--- src/rtl/dtc_pkg.sv ---
package dtc_pkg;
  localparam int unsigned LFSR_W    = 27;
  localparam int unsigned CNT_W     = 20;
  localparam int unsigned DEF_M_LEN = 10230;
  localparam int unsigned DEF_L_LEN = 767250;
  localparam int unsigned NUM_CODES = 2;

  typedef enum logic [1:0] {
    MODE_MONO_M = 2'b00,
    MODE_MONO_L = 2'b01,
    MODE_TDM    = 2'b10,
    MODE_TDM_B  = 2'b11
  } code_mode_e;
endpackage

--- src/rtl/dtc_rst_sync.sv ---
module dtc_rst_sync (
  input  logic clk,
  input  logic rst_n,
  output logic rst_n_o
);
  logic [1:0] sync_q;

  always_ff @(posedge clk or negedge rst_n) begin
    if (!rst_n) sync_q <= 2'b00;
    else        sync_q <= {sync_q[0], 1'b1};
  end

  assign rst_n_o = sync_q[1];
endmodule

--- src/rtl/dtc_lfsr_gen.sv ---
module dtc_lfsr_gen #(
  parameter int unsigned W       = 27,
  parameter int unsigned CW      = 20,
  parameter int unsigned DEF_LEN = 10230
) (
  input  logic          clk,
  input  logic          rst_n,
  input  logic          sync_i,
  input  logic          adv_i,
  input  logic [W-1:0]  seed_i,
  input  logic [W-1:0]  taps_i,
  input  logic [CW-1:0] len_i,
  output logic          chip_o,
  output logic          epoch_o
);
  localparam logic [CW-1:0] DEF_LEN_V = CW'(DEF_LEN);

  logic [W-1:0]  state_q, state_d, step_v;
  logic [CW-1:0] cnt_q, cnt_d, len_eff;
  logic [CW:0]   cnt_inc;
  logic          ep_q, ep_d, wrap;

  always_comb begin
    len_eff = (len_i == '0) ? DEF_LEN_V : len_i;
    cnt_inc = {1'b0, cnt_q} + 1'b1;
    wrap    = (cnt_inc >= {1'b0, len_eff});
    step_v  = {1'b0, state_q[W-1:1]} ^ (state_q[0] ? taps_i : '0);
  end

  always_comb begin
    state_d = state_q;
    cnt_d   = cnt_q;
    ep_d    = 1'b0;
    if (sync_i) begin
      state_d = seed_i;
      cnt_d   = '0;
    end else if (adv_i) begin
      if (wrap) begin
        state_d = seed_i;
        cnt_d   = '0;
        ep_d    = 1'b1;
      end else begin
        state_d = step_v;
        cnt_d   = cnt_inc[CW-1:0];
      end
    end
  end

  always_ff @(posedge clk or negedge rst_n) begin
    if (!rst_n) begin
      state_q <= '0;
      cnt_q   <= '0;
      ep_q    <= 1'b0;
    end else begin
      state_q <= state_d;
      cnt_q   <= cnt_d;
      ep_q    <= ep_d;
    end
  end

  assign chip_o  = state_q[0];
  assign epoch_o = ep_q;


  seed_load_chk: assert property (@(posedge clk) disable iff (!rst_n)
    sync_i |=> (state_q == $past(seed_i)) && (cnt_q == '0) && !epoch_o);


  reload_chk: assert property (@(posedge clk) disable iff (!rst_n)
    (adv_i && !sync_i && wrap) |=> (cnt_q == '0) && (state_q == $past(seed_i)));


  count_step_chk: assert property (@(posedge clk) disable iff (!rst_n)
    (adv_i && !sync_i && !wrap) |=> (cnt_q == CW'($past(cnt_q) + 1'b1)));


  epoch_zero_chk: assert property (@(posedge clk) disable iff (!rst_n)
    epoch_o |-> (cnt_q == '0));


  hold_chk: assert property (@(posedge clk) disable iff (!rst_n)
    (!adv_i && !sync_i) |=> $stable(state_q) && $stable(cnt_q) && !epoch_o);
endmodule

--- src/rtl/dtc_slot_ctrl.sv ---
module dtc_slot_ctrl
  import dtc_pkg::*;
(
  input  logic       clk,
  input  logic       rst_n,
  input  logic       sync_i,
  input  logic       chip_en_i,
  input  logic [1:0] mode_i,
  output logic [1:0] adv_o,
  output logic       slot_o
);
  code_mode_e mode;
  logic       tdm, slot_q, slot_d;

  always_comb begin
    mode     = code_mode_e'(mode_i);
    tdm      = (mode == MODE_TDM) || (mode == MODE_TDM_B);
    adv_o[0] = chip_en_i && (tdm ? !slot_q : (mode == MODE_MONO_M));
    adv_o[1] = chip_en_i && (tdm ?  slot_q : (mode == MODE_MONO_L));
    slot_d   = slot_q;
    if (sync_i)                slot_d = 1'b0;
    else if (chip_en_i && tdm) slot_d = ~slot_q;
  end

  always_ff @(posedge clk or negedge rst_n) begin
    if (!rst_n) slot_q <= 1'b0;
    else        slot_q <= slot_d;
  end

  assign slot_o = tdm ? slot_q : (mode == MODE_MONO_L);


  one_owner_chk: assert property (@(posedge clk) disable iff (!rst_n)
    $onehot0(adv_o));


  slot_toggle_chk: assert property (@(posedge clk) disable iff (!rst_n)
    (chip_en_i && !sync_i && tdm) |=> (slot_q != $past(slot_q)));


  sync_slot_chk: assert property (@(posedge clk) disable iff (!rst_n)
    sync_i |=> !slot_q);
endmodule

--- src/rtl/tdm_code_gen.sv ---
module tdm_code_gen
  import dtc_pkg::*;
(
  input  logic              clk,
  input  logic              rst_n,
  input  logic              chip_en_i,
  input  logic              sync_i,
  input  logic [1:0]        mode_i,
  input  logic [LFSR_W-1:0] taps_i,
  input  logic [LFSR_W-1:0] m_seed_i,
  input  logic [LFSR_W-1:0] l_seed_i,
  input  logic [CNT_W-1:0]  m_len_i,
  input  logic [CNT_W-1:0]  l_len_i,
  output logic              chip_o,
  output logic              slot_o,
  output logic              m_epoch_o,
  output logic              l_epoch_o
);
  logic                    rst_n_int;
  logic [NUM_CODES-1:0]    adv, chip_v, ep_v;
  logic [LFSR_W-1:0]       seed_v [NUM_CODES];
  logic [CNT_W-1:0]        len_v  [NUM_CODES];

  assign seed_v[0] = m_seed_i;
  assign seed_v[1] = l_seed_i;
  assign len_v[0]  = m_len_i;
  assign len_v[1]  = l_len_i;

  dtc_rst_sync u_rst (
    .clk     (clk),
    .rst_n   (rst_n),
    .rst_n_o (rst_n_int)
  );

  dtc_slot_ctrl u_slot (
    .clk       (clk),
    .rst_n     (rst_n_int),
    .sync_i    (sync_i),
    .chip_en_i (chip_en_i),
    .mode_i    (mode_i),
    .adv_o     (adv),
    .slot_o    (slot_o)
  );

  for (genvar g = 0; g < NUM_CODES; g++) begin : g_code
    localparam int unsigned LEN_D = (g == 0) ? DEF_M_LEN : DEF_L_LEN;
    dtc_lfsr_gen #(
      .W       (LFSR_W),
      .CW      (CNT_W),
      .DEF_LEN (LEN_D)
    ) u_gen (
      .clk     (clk),
      .rst_n   (rst_n_int),
      .sync_i  (sync_i),
      .adv_i   (adv[g]),
      .seed_i  (seed_v[g]),
      .taps_i  (taps_i),
      .len_i   (len_v[g]),
      .chip_o  (chip_v[g]),
      .epoch_o (ep_v[g])
    );
  end

  assign chip_o    = slot_o ? chip_v[1] : chip_v[0];
  assign m_epoch_o = ep_v[0];
  assign l_epoch_o = ep_v[1];


  sync_no_epoch_chk: assert property (@(posedge clk) disable iff (!rst_n_int)
    sync_i |=> !m_epoch_o && !l_epoch_o);
endmodule

--- config.mk ---
export PLATFORM = sky130hd
export DESIGN_NAME = tdm_code_gen
export DESIGN_NICKNAME = d
export VERILOG_FILES = /design/src/rtl/dtc_pkg.sv /design/src/rtl/dtc_rst_sync.sv /design/src/rtl/dtc_lfsr_gen.sv /design/src/rtl/dtc_slot_ctrl.sv /design/src/rtl/tdm_code_gen.sv
export SDC_FILE = /design/constraint.sdc
export NUM_CORES = 1
export LEC_CHECK = 0
export BUFFER_PORTS_ARGS = -buffer_cell sky130_fd_sc_hd__clkbuf_2
export CORE_MARGIN = 5
export CORE_UTILIZATION = 50
export CTS_BUF_LIST = sky130_fd_sc_hd__clkbuf_4 sky130_fd_sc_hd__clkbuf_8 sky130_fd_sc_hd__clkbuf_16
export CTS_CLUSTER_SIZE = 28
export DETAILED_ROUTE_END_ITERATION = 6
export PLACE_DENSITY_LB_ADDON = 0.05
export SLEW_MARGIN = 5
export SYNTH_ARGS = -nofsm -noshare
export SYNTH_HDL_FRONTEND = slang
export SYNTH_SLANG_ARGS = --single-unit
--- constraint.sdc ---
create_clock -name clk -period 2.75 [get_ports clk]
set_input_delay 0 -clock clk [delete_from_list [all_inputs] [get_ports clk]]
set_output_delay 0 -clock clk [all_outputs]
set_load 0.005 [all_outputs]
---- Word level (Yosys, flattened, before mapping) ----
Index checks and enable logic that the tools add are counted.
cells by class
  add/sub/neg operators ................... 2
  $lt $le $gt $ge ......................... 2
  eq/ne operators ......................... 3
  mux-type cells .......................... 27
  bitwise gates (word level) .............. 3
  reductions and logical operators ........ 11
operator list
  operator               number
  $mux 27                8
  $mux 20                8
  $xor 26x27->27         2
  $add 20x1->21 const B  2
  $ge 21x20->1           2
  $logic_not 20->1       2
  $mux 1                 11
  $reduce_bool 2->1      3
  $eq 2x2->1 const B     2
  $logic_and 1x1->1      3
  $eq 2x1->1 const B     1
  $logic_not 2->1        1
  $logic_not 1->1        1
  $logic_or 1x1->1       1
  $not 1->1              1
storage, ports and cells
  register bits after elaboration ......... 99
  input port bits ......................... 127
  output and inout bits ................... 4
  word-level logic and storage cells ...... 56

---- Longest topological paths before layout ----
Gate-level depths: netlist of run 1.
  depth in word-level cells ............... 6
  mapped depth ............................ 17
  gate-level depth less buffers ........... 14

---- Hierarchy ----
A second synthesis of run 1 with hierarchy kept.
unflattened totals
  cell total of the unflattened synthesis .. 792
  area total of the unflattened synthesis .. 7211.9 um^2
modules (own cells, without submodules)
  module                           instances  cells each  area each (um^2)  seq. area each (um^2)
  dtc_lfsr_gen at g_code[1].u_gen  1          415         3646.0            1201.2
  dtc_lfsr_gen at g_code[0].u_gen  1          365         3423.3            1201.2
  dtc_slot_ctrl                    1          8           73.8              25.0
  dtc_rst_sync                     1          3           53.8              50.0
  tdm_code_gen                     1          1           15.0              0.0

---- Worst setup path after synthesis of run 1 ----
Ideal clock, no wire load.
  path type ............................... register to register
  start ................................... reg g_code[0].u_gen.cnt_q[0]
  end ..................................... reg g_code[0].u_gen.state_q[23]
  setup time .............................. 136 ps
  data arrival time ....................... 3373 ps
  required time ........................... 2614 ps
  setup slack ............................. -758 ps
  cell stages (with the launch flop) ...... 16
  path buffers ............................ 2
  clock period less this slack ............ 3508 ps
  cell sequence ........................... dfrtp_1 > ha_1 > and4_1 > nand2_1 > nor2_1 > nand3_1 > xnor2_1 > ha_1 > a22o_1 > o41ai_1 > nand4_4 > nor2_2 > buf_6 > buf_6 > mux2i_1 > o21ai_0
between the ends
  longest elaborated chain between the ends .. 5
ends and longest elaborated chain
  what                    RTL line            text
  start, declared         dtc_lfsr_gen.sv:19  logic [CW-1:0] cnt_q, cnt_d, len_eff;
  start signal, assigned  dtc_lfsr_gen.sv:56  cnt_q <= cnt_d;
  $add 20x1->21           dtc_lfsr_gen.sv:25  cnt_inc = {1'b0, cnt_q} + 1'b1;
  $ge 21x20->1            dtc_lfsr_gen.sv:26  wrap = (cnt_inc >= {1'b0, len_eff});
  $mux 27                 dtc_lfsr_gen.sv:38  if (wrap) begin
  $mux 27                 dtc_lfsr_gen.sv:37  end else if (adv_i) begin
  $mux 27                 dtc_lfsr_gen.sv:34  if (sync_i) begin
  end signal, assigned    dtc_lfsr_gen.sv:55  state_q <= state_d;
  end, declared           dtc_lfsr_gen.sv:18  logic [W-1:0] state_q, state_d, step_v;
Every way passes these cells. The select of a mux whose other input is x is not followed.
A chain may end at the register's enable or synchronous reset.

---- Final worst setup path of run 1 ----
  start ................................... reg g_code[1].u_gen.cnt_q[5]
  end ..................................... reg g_code[1].u_gen.cnt_q[5]
between the ends
  longest elaborated chain between the ends .. 5
ends and longest elaborated chain
  what                    RTL line
  start, declared         dtc_lfsr_gen.sv:19
  start signal, assigned  dtc_lfsr_gen.sv:56
  $add 20x1->21 *         dtc_lfsr_gen.sv:25
  $ge 21x20->1            dtc_lfsr_gen.sv:26
  $mux 20 *               dtc_lfsr_gen.sv:38
  $mux 20 *               dtc_lfsr_gen.sv:37
  $mux 20 *               dtc_lfsr_gen.sv:34
Mark *: on every way between the ends. The rest lies on a longest branch, timed or not. The select of a mux whose other input is x is not followed.

==> run_results.csv, run 1 <==
group,metric,value,unit
cts,tritoncts_num_sinks,99,
pwr,power.clock.fraction,31.9,%
synth,ys_dominant_reg_cell,"sky130_fd_sc_hd__dfrtp_1",
timing,setup_slack,-0.660,ns
pwr,net-switching-power,1320,uW
pwr,p_seq_share,41.6,%
worst_setup_path,setup.worst_path.end_class,"flop",
worst_setup_path,crit_required,3.01,ns
synth,netlist_instances,793,
route,wl_per_cell,18.0,um
grt,grt_pass1_vias,7788,
timing,slew_headroom,35.7,%
timing,skew,0.0126,ns
timing,finalSetupTns,-45.07,ns
synth,synth_area,6930,sq um
cts,clock_tree_root,"sky130_fd_sc_hd__clkbuf_16",
flow_run,drv_cap,0,
timing,rsz0062_at_grt,"yes",
grt,global_route_wire_length_before_repair,38600,um
cts,cts-htree-levels,3,
pwr,leakagePower,0.00521,uW
floorplan,die_ar,16300,sq um
pwr,p_sw_share,31.1,%
worst_setup_path,arrival,3.67,ns
route,drt-vias-per-instance,5.58,
floorplan,die_height,128,um
timing,setup_viol,96,
floorplan,initial_utilization,50.5,%
cts,worstSkewPairLatency,0.36,ns
synth,ys_warn_count,0,
worst_setup_path,startpoint_type,"flop",
timing,min_period,3.41,ns
timing,tightest_slew,0.965,ns
cells_and_area,final_net_count,1315,
cells_and_area,area_delta_synth_final,59.8,%
synth,avg_synthesized_cell_area,8.74,sq um
grt,global_route.overflow_total,0,
floorplan,std_cell_rows,43,
cts,cts_tree,"built",
timing,maxClockFrequency,293,MHz
route,iteration_0_drc_markers,413,
floorplan,pin_count,131,
cts,cts.clk_slew.worst_paths,0.08,ns
timing,max_slew_violation_total_from_the_final_report,0,
route,drt-pass1-iter-count,5,
pwr,report.power.total,4250,uW
synth,synth-seq-cells,99,
cells_and_area,num_antenna_cells,0,
synth,ys_async_sr_fraction,100,%
route,antenna_left,0,
timing,timing.final.crit_share,124,%
outcome,result_of_the_run,"complete, but fails checks",
route,vias,7424,
grt,antenna_found_initial,0,
synth,netlist.area_leader.share,35.7,%
timing,hold-worst-slack,0.00115,ns
worst_setup_path,timing.critical_path.fanout_max,8,
outcome,violations,"negative setup slack",
min_path,hold_class,"primary input to flop",
timing,final_hold_viol_count,0,
cells_and_area,drive_gt1_share,42.2,%
floorplan,die-width,128,um
synth,count_of_flip_flops_with_a_built_in_enable_after_synthesis,0,
synth,synth_cell_types,58,
synth,netlist.top_cell.by_area,"sky130_fd_sc_hd__dfrtp_1",
synth,synth.net_count,962,
worst_setup_path,worst-setup-path-type,"flop to flop",
route,detail_route.drc_violations,0,
placement,buffer_ports.inserted,130,
synth,synthTopCellsByCount,"133 x sky130_fd_sc_hd__nand2_1, 99 x sky130_fd_sc_hd__dfrtp_1, 75 x sky130_fd_sc_hd__xnor2_1",
route,drt_wl_total,24000,um
synth,seq_total_area_yosys,35.7,%
grt,grt_start_max_net_pins,98,
placement,detailed_place_hpwl,15900,um
cts,clockBufferDepth,2,
pwr,maximum_resistive_drop_on_vdd,0.000496,V
grt,grt_usage,29.2,%
placement,place_congestion,0.943,
cts,cts-buffers-inserted,9,
synth,ranking_of_synthesized_cells_by_area,"sky130_fd_sc_hd__dfrtp_1 36%, sky130_fd_sc_hd__xnor2_1 9.5%, sky130_fd_sc_hd__ha_1 7.6%",
pwr,comb_power_share,26.5,%
pwr,internal_power,2930,uW
floorplan,design.core.area,13700,sq um
synth,most_numerous_cell_in_the_yosys_netlist,"sky130_fd_sc_hd__nand2_1",
pwr,p_per_area,384,nW/um^2
-- cells in the final DEF, fill, tap and decap left out, drive strengths merged, types with 3 or more instances in the layout --
cell         netlist  layout
a21o               6       6
a21oi             38      38
a31oi             11      11
a32o               3       3
and2               4       4
and3               8       8
and4               5       5
buf               14     201
clkbuf            32     140
dfrtp             99      99
dlygate4sd3        0      56
ha                42      42
inv               21      24
mux2i             26      26
nand2            133     133
nand2b             4       4
nand3             44      44
nand4             15      15
nor2              48      48
nor2b              3       3
nor3               9       9
nor4              13      13
o21ai             44      44
o22a              51      51
xnor2             75      75
xor2              13      13
-- timing repair --
action                                  4_1_cts  5_1_grt
gates resized for setup                     114       52
pin swaps                                    99       38
hold endpoints to repair                     56        0
gates cloned                                  9        1
buffers inserted                             37       15
endpoints found under the setup margin       96       96
hold buffers                                 56        0
-- kinds of logic (layout without fill, tap and decap cells) --
kind of cell | after synthesis | in the layout | synth area share [%]
DFF | 99 | 99 | 35.7
and+or+nand+nor | 296 | 296 | 20.3
adders and majority gates | 42 | 42 | 7.58
xor gates and xnor gates | 88 | 88 | 11.1
muxes | 28 | 28 | 4.08
other | 1 | 1 | 0.0541
AOI/OAI and AO/OA | 172 | 172 | 16.8
buffers and inverters | 67 | 425 | 4.30
-- flip-flops by register name (all words and copies together), names as in the netlist --
| register | cells |
|---|---|
| g_code.u_gen.epoch_o | 2 |
| g_code.u_gen.state_q | 54 |
| u_slot.slot_q | 1 |
| u_rst.sync_q | 2 |
| g_code.u_gen.cnt_q | 40 |
-- path summary, 6_finish.rpt --
path | startpoint | endpoint | slack, ns | depth (start not counted)
setup / recovery | g_code[1].u_gen.cnt_q[5] | g_code[1].u_gen.cnt_q[5] | -0.66 | 16
hold reg to reg | u_rst.sync_q[1] | g_code[0].u_gen.state_q[18] | 0.37 | 1
min in group asynchronous | u_rst.sync_q[1] | g_code[0].u_gen.state_q[18] | 0.37 | 1
max in group asynchronous | u_rst.sync_q[1] | g_code[0].u_gen.cnt_q[0] | 1.92 | 1
setup reg to reg | g_code[1].u_gen.cnt_q[5] | g_code[1].u_gen.cnt_q[5] | -0.66 | 16
hold / removal | mode_i[1] | u_slot.slot_q | 0.001 | 4
-- worst max-delay path, stage by stage (launching register included) --
cell,delay [ns]
sky130_fd_sc_hd__dfrtp_1,0.42
sky130_fd_sc_hd__nand4_1,0.10
sky130_fd_sc_hd__buf_4,0.18
sky130_fd_sc_hd__nor2_4,0.16
sky130_fd_sc_hd__nand4_1,0.15
sky130_fd_sc_hd__xnor2_2,0.18
sky130_fd_sc_hd__ha_1,0.33
sky130_fd_sc_hd__buf_4,0.14
sky130_fd_sc_hd__a21o_1,0.18
sky130_fd_sc_hd__a221oi_2,0.30
sky130_fd_sc_hd__o22ai_2,0.15
sky130_fd_sc_hd__nor2_2,0.15
sky130_fd_sc_hd__buf_4,0.13
sky130_fd_sc_hd__and3b_2,0.27
sky130_fd_sc_hd__buf_12,0.15
sky130_fd_sc_hd__a41oi_2,0.09
sky130_fd_sc_hd__a31oi_1,0.23
-- per-stage QoR --
stage | setup slack, ns | std cells | area [sq um] | util (%)
floorplan | -0.501 | 793 | 7140 | -
global placement | -0.550 | 1206 | 8980 | 65.5
detailed placement | -0.634 | 1206 | 8980 | 65.5
CTS | -0.570 | 1322 | 10800 | 78.9
global route | -0.829 | 1331 | 11100 | 80.8
finish | -0.660 | 1331 | 11100 | 80.8
-- power by group through the flow --
stage          clock network (uW)  registers [uW]  logic, uW
3_3_place_gp                    0            1780        928
2_1_floorplan                   0            1740        666
4_1_cts                      1370            1770       1100
3_5_place_dp                    0            1790        967
6_report                     1360            1770       1130
5_1_grt                      1430            1790       1230
-- cell type report --
type                       instances  area [sq um]
tap                              180           225
multi-input combinational        627          4900
sequential                        99          2480
timing repair buffer             388          3080
fill                             862          2640
inverter                          21          78.8
clock inverter                     7          82.6
clock buffer                       9           225
-- routing by layer --
metal,wire length [um],up-vias,GRT usage (%)
met2,12200,227,50.9
li1,-,3536,-
met1,9750,3604,36.2
met5,0,-,0
met4,753,0,10.3
met3,1240,57,5.46
No activity file was read; power rests on OpenSTA's default activity.
==> run 2: changes to the inputs <==
--- a/config.mk
+++ b/config.mk
@@ -7,7 +7,7 @@
 export LEC_CHECK = 0
 export BUFFER_PORTS_ARGS = -buffer_cell sky130_fd_sc_hd__clkbuf_2
 export CORE_MARGIN = 5
-export CORE_UTILIZATION = 50
+export CORE_UTILIZATION = 51
 export CTS_BUF_LIST = sky130_fd_sc_hd__clkbuf_4 sky130_fd_sc_hd__clkbuf_8 sky130_fd_sc_hd__clkbuf_16
 export CTS_CLUSTER_SIZE = 28
 export DETAILED_ROUTE_END_ITERATION = 6
==> run 2 against run 1 <==
  * The flow still finishes with violations (negative setup slack)
  * Clock-buffer cell count did not move
  * Hold slack improved by 0.026 ns
  * Setup slack got worse by 0.026 ns
  * Sequential power barely moved
  * Register-to-register slack got worse by 0.03 ns
  * Core utilization rose by 2.7 points
  * Sequential cell count did not move
  * Global-route usage rose by 0.34 points
  * Total power rose by 0.31%
  * Sequential share of layout area barely moved
  * Non-clock buffer count fell by 16
  * Critical path type unchanged
  * Largest power group unchanged
==> run_results.csv, run 2 (same netlist as run 1, synthesis figures left out) <==
group,metric,value,unit
outcome,result_of_the_run,"complete, but fails checks",
outcome,violations,"negative setup slack",
grt,grt_pass1_vias,7765,
min_path,min_delay_path_depth,4,
floorplan,die-width,127,um
pwr,power.clock.fraction,31.8,%
route,drt-vias-per-instance,5.86,
route,antenna_left,0,
pwr,comb_power_share,26.8,%
timing,slew_headroom,30.0,%
placement,place_congestion,0.938,
cells_and_area,fillerInstances,751,
placement,place_worst_setup_slack,-0.627,ns
pwr,p_sw_share,31.5,%
pwr,internal_power,2930,uW
pwr,net-switching-power,1340,uW
timing,timing.final.crit_share,125,%
min_path,hold_path_startpoint,"mode_i[1]",
worst_setup_path,setup.worst_path.end_class,"flop",
worst_setup_path,arrival,3.70,ns
cells_and_area,num_antenna_cells,0,
grt,antenna_found_initial,0,
cells_and_area,largest_reg_flops,54,
timing,rsz0062_at_grt,"yes",
cells_and_area,design_area,11100,sq um
route,vias,7684,
timing,skew,0.0104,ns
timing,setup_viol,96,
pwr,leakagePower,0.00517,uW
grt,global_route_wire_length_before_repair,38500,um
floorplan,pin_count,131,
route,detail_route.drc_violations,0,
cts,worstSkewPairLatency,0.36,ns
cells_and_area,commonest_non_fill_non_tap_cell_in_the_layout,"sky130_fd_sc_hd__buf_4",
worst_setup_path,worst-setup-path-type,"flop to flop",
cts,cts_tree,"built",
floorplan,design.core.area,13300,sq um
placement,buffer_ports.inserted,130,
pwr,p_per_area,385,nW/um^2
timing,min_period,3.44,ns
route,wl_per_cell,20.3,um
floorplan,die_ar,16000,sq um
placement,detailed_place_hpwl,15800,um
route,drt-pass1-iter-count,6,
timing,tightest_slew,1.05,ns
worst_setup_path,startpoint_type,"flop",
flow_run,drv_cap,0,
pwr,maximum_resistive_drop_on_vdd,0.000359,V
cells_and_area,final_net_count,1300,
timing,final_hold_viol_count,0,
floorplan,die_height,127,um
route,drt_wl_total,26600,um
floorplan,initial_utilization,52.1,%
cells_and_area,max_flop_register,"g_code.u_gen.state_q",
cts,tritoncts_num_sinks,99,
grt,global_route.overflow_total,0,
worst_setup_path,reg2reg_from,"g_code[1].u_gen.cnt_q[8]",
cts,cts-htree-levels,3,
cells_and_area,area_delta_synth_final,60.1,%
grt,grt_start_max_net_pins,57,
grt,grt_usage,29.6,%
cells_and_area,drive_gt1_share,42.0,%
timing,maxClockFrequency,291,MHz
min_path,hold_class,"primary input to flop",
timing,setup_slack,-0.685,ns
cts,clock_tree_root,"sky130_fd_sc_hd__clkbuf_16",
timing,max_slew_violation_total_from_the_final_report,0,
cts,clockBufferDepth,2,
placement,post_dp_cell_area,8920,sq um
cells_and_area,layout.cells.most_common_list,"156 x sky130_fd_sc_hd__buf_4, 130 x sky130_fd_sc_hd__clkbuf_2, 124 x sky130_fd_sc_hd__nand2_1",
cts,cts.clk_slew.worst_paths,0.07,ns
worst_setup_path,crit_required,3.01,ns
cells_and_area,largestRegisters,"g_code.u_gen.state_q (54), g_code.u_gen.cnt_q (40)",
cts,cts-buffers-inserted,9,
worst_setup_path,critical_path.startpoint,"g_code[1].u_gen.cnt_q[8]",
pwr,p_seq_share,41.4,%
worst_setup_path,r2r_cells,15,
route,iteration_0_drc_markers,538,
worst_setup_path,timing.critical_path.fanout_max,6,
floorplan,std_cell_rows,42,
## run 2: metrics by stage
step	utilization, %	TNS [ns]	hold slack [ns]	power [uW]	cells
final	83.5	-53.61	0.0272	4270	1312
after global routing	83.5	-68.94	0.0274	4460	1312
after CTS	78.6	-45.39	0.0116	4210	1297
after detailed placement	67.1	-48.75	-0.212	2740	1194
after global placement	67.1	-41.11	-0.214	2700	1194
after floorplan	-	-32.96	-0.296	2410	793
## run 2: cell type report
class	count	area, sq um	area share [%]
flip-flops and latches	99	2480	22.4
multi-input cells	628	5080	45.8
clock inverters	7	82.6	0.744
well taps	176	220	1.98
inverters	21	78.8	0.710
clock buffers	9	225	2.03
repair buffers	372	2920	26.3
## run 2: per-layer routing
metal  vias up  track usage (%)  share of wire, %
met5         -                0                 0
met4         0             12.1               4.5
met3       102             5.55               5.9
met2       362             51.9                51
met1      3714             35.6                38
li1       3506                -                 -
## run 2: worst paths after layout
check | end | slack, ns
max | g_code[1].u_gen.cnt_q[3] | -0.69
min | u_slot.slot_q | 0.03
max reg2reg | g_code[1].u_gen.cnt_q[3] | -0.69
min reg2reg | g_code[1].u_gen.state_q[6] | 0.34
max in group asynchronous | g_code[0].u_gen.cnt_q[0] | 1.67
min in group asynchronous | g_code[1].u_gen.state_q[6] | 0.34
## run 2: power groups by stage
stage          Sequential, uW  Clock (uW)  Combinational, uW
2_1_floorplan            1740           0                666
3_3_place_gp             1780           0                926
3_5_place_dp             1790           0                957
4_1_cts                  1760        1360               1080
5_1_grt                  1790        1440               1240
6_report                 1770        1360               1140
## run 2: worst max-delay path, cell delays in order, from the launching register on
cell and delay (ns):
sky130_fd_sc_hd__dfrtp_1 0.42, sky130_fd_sc_hd__nand4_1 0.15, sky130_fd_sc_hd__buf_6 0.16, sky130_fd_sc_hd__nor3_4 0.23, sky130_fd_sc_hd__nand4_1 0.22, sky130_fd_sc_hd__xnor2_2 0.21
sky130_fd_sc_hd__ha_1 0.34, sky130_fd_sc_hd__nand3_2 0.12, sky130_fd_sc_hd__nor2_1 0.06, sky130_fd_sc_hd__a221o_1 0.37, sky130_fd_sc_hd__a221oi_4 0.26, sky130_fd_sc_hd__nor2b_4 0.26
sky130_fd_sc_hd__buf_6 0.15, sky130_fd_sc_hd__buf_12 0.15, sky130_fd_sc_hd__nand3_4 0.08, sky130_fd_sc_hd__a21oi_2 0.19
## run 2: what timing repair did
item | 4_1_cts | 5_1_grt
hold buffers | 55 | 0
endpoints found under the setup margin | 96 | 96
gates resized for setup | 68 | 103
endpoints found under the hold margin | 55 | 0
cloned | 8 | 3
pin swaps | 53 | 96
buffers inserted | 24 | 15
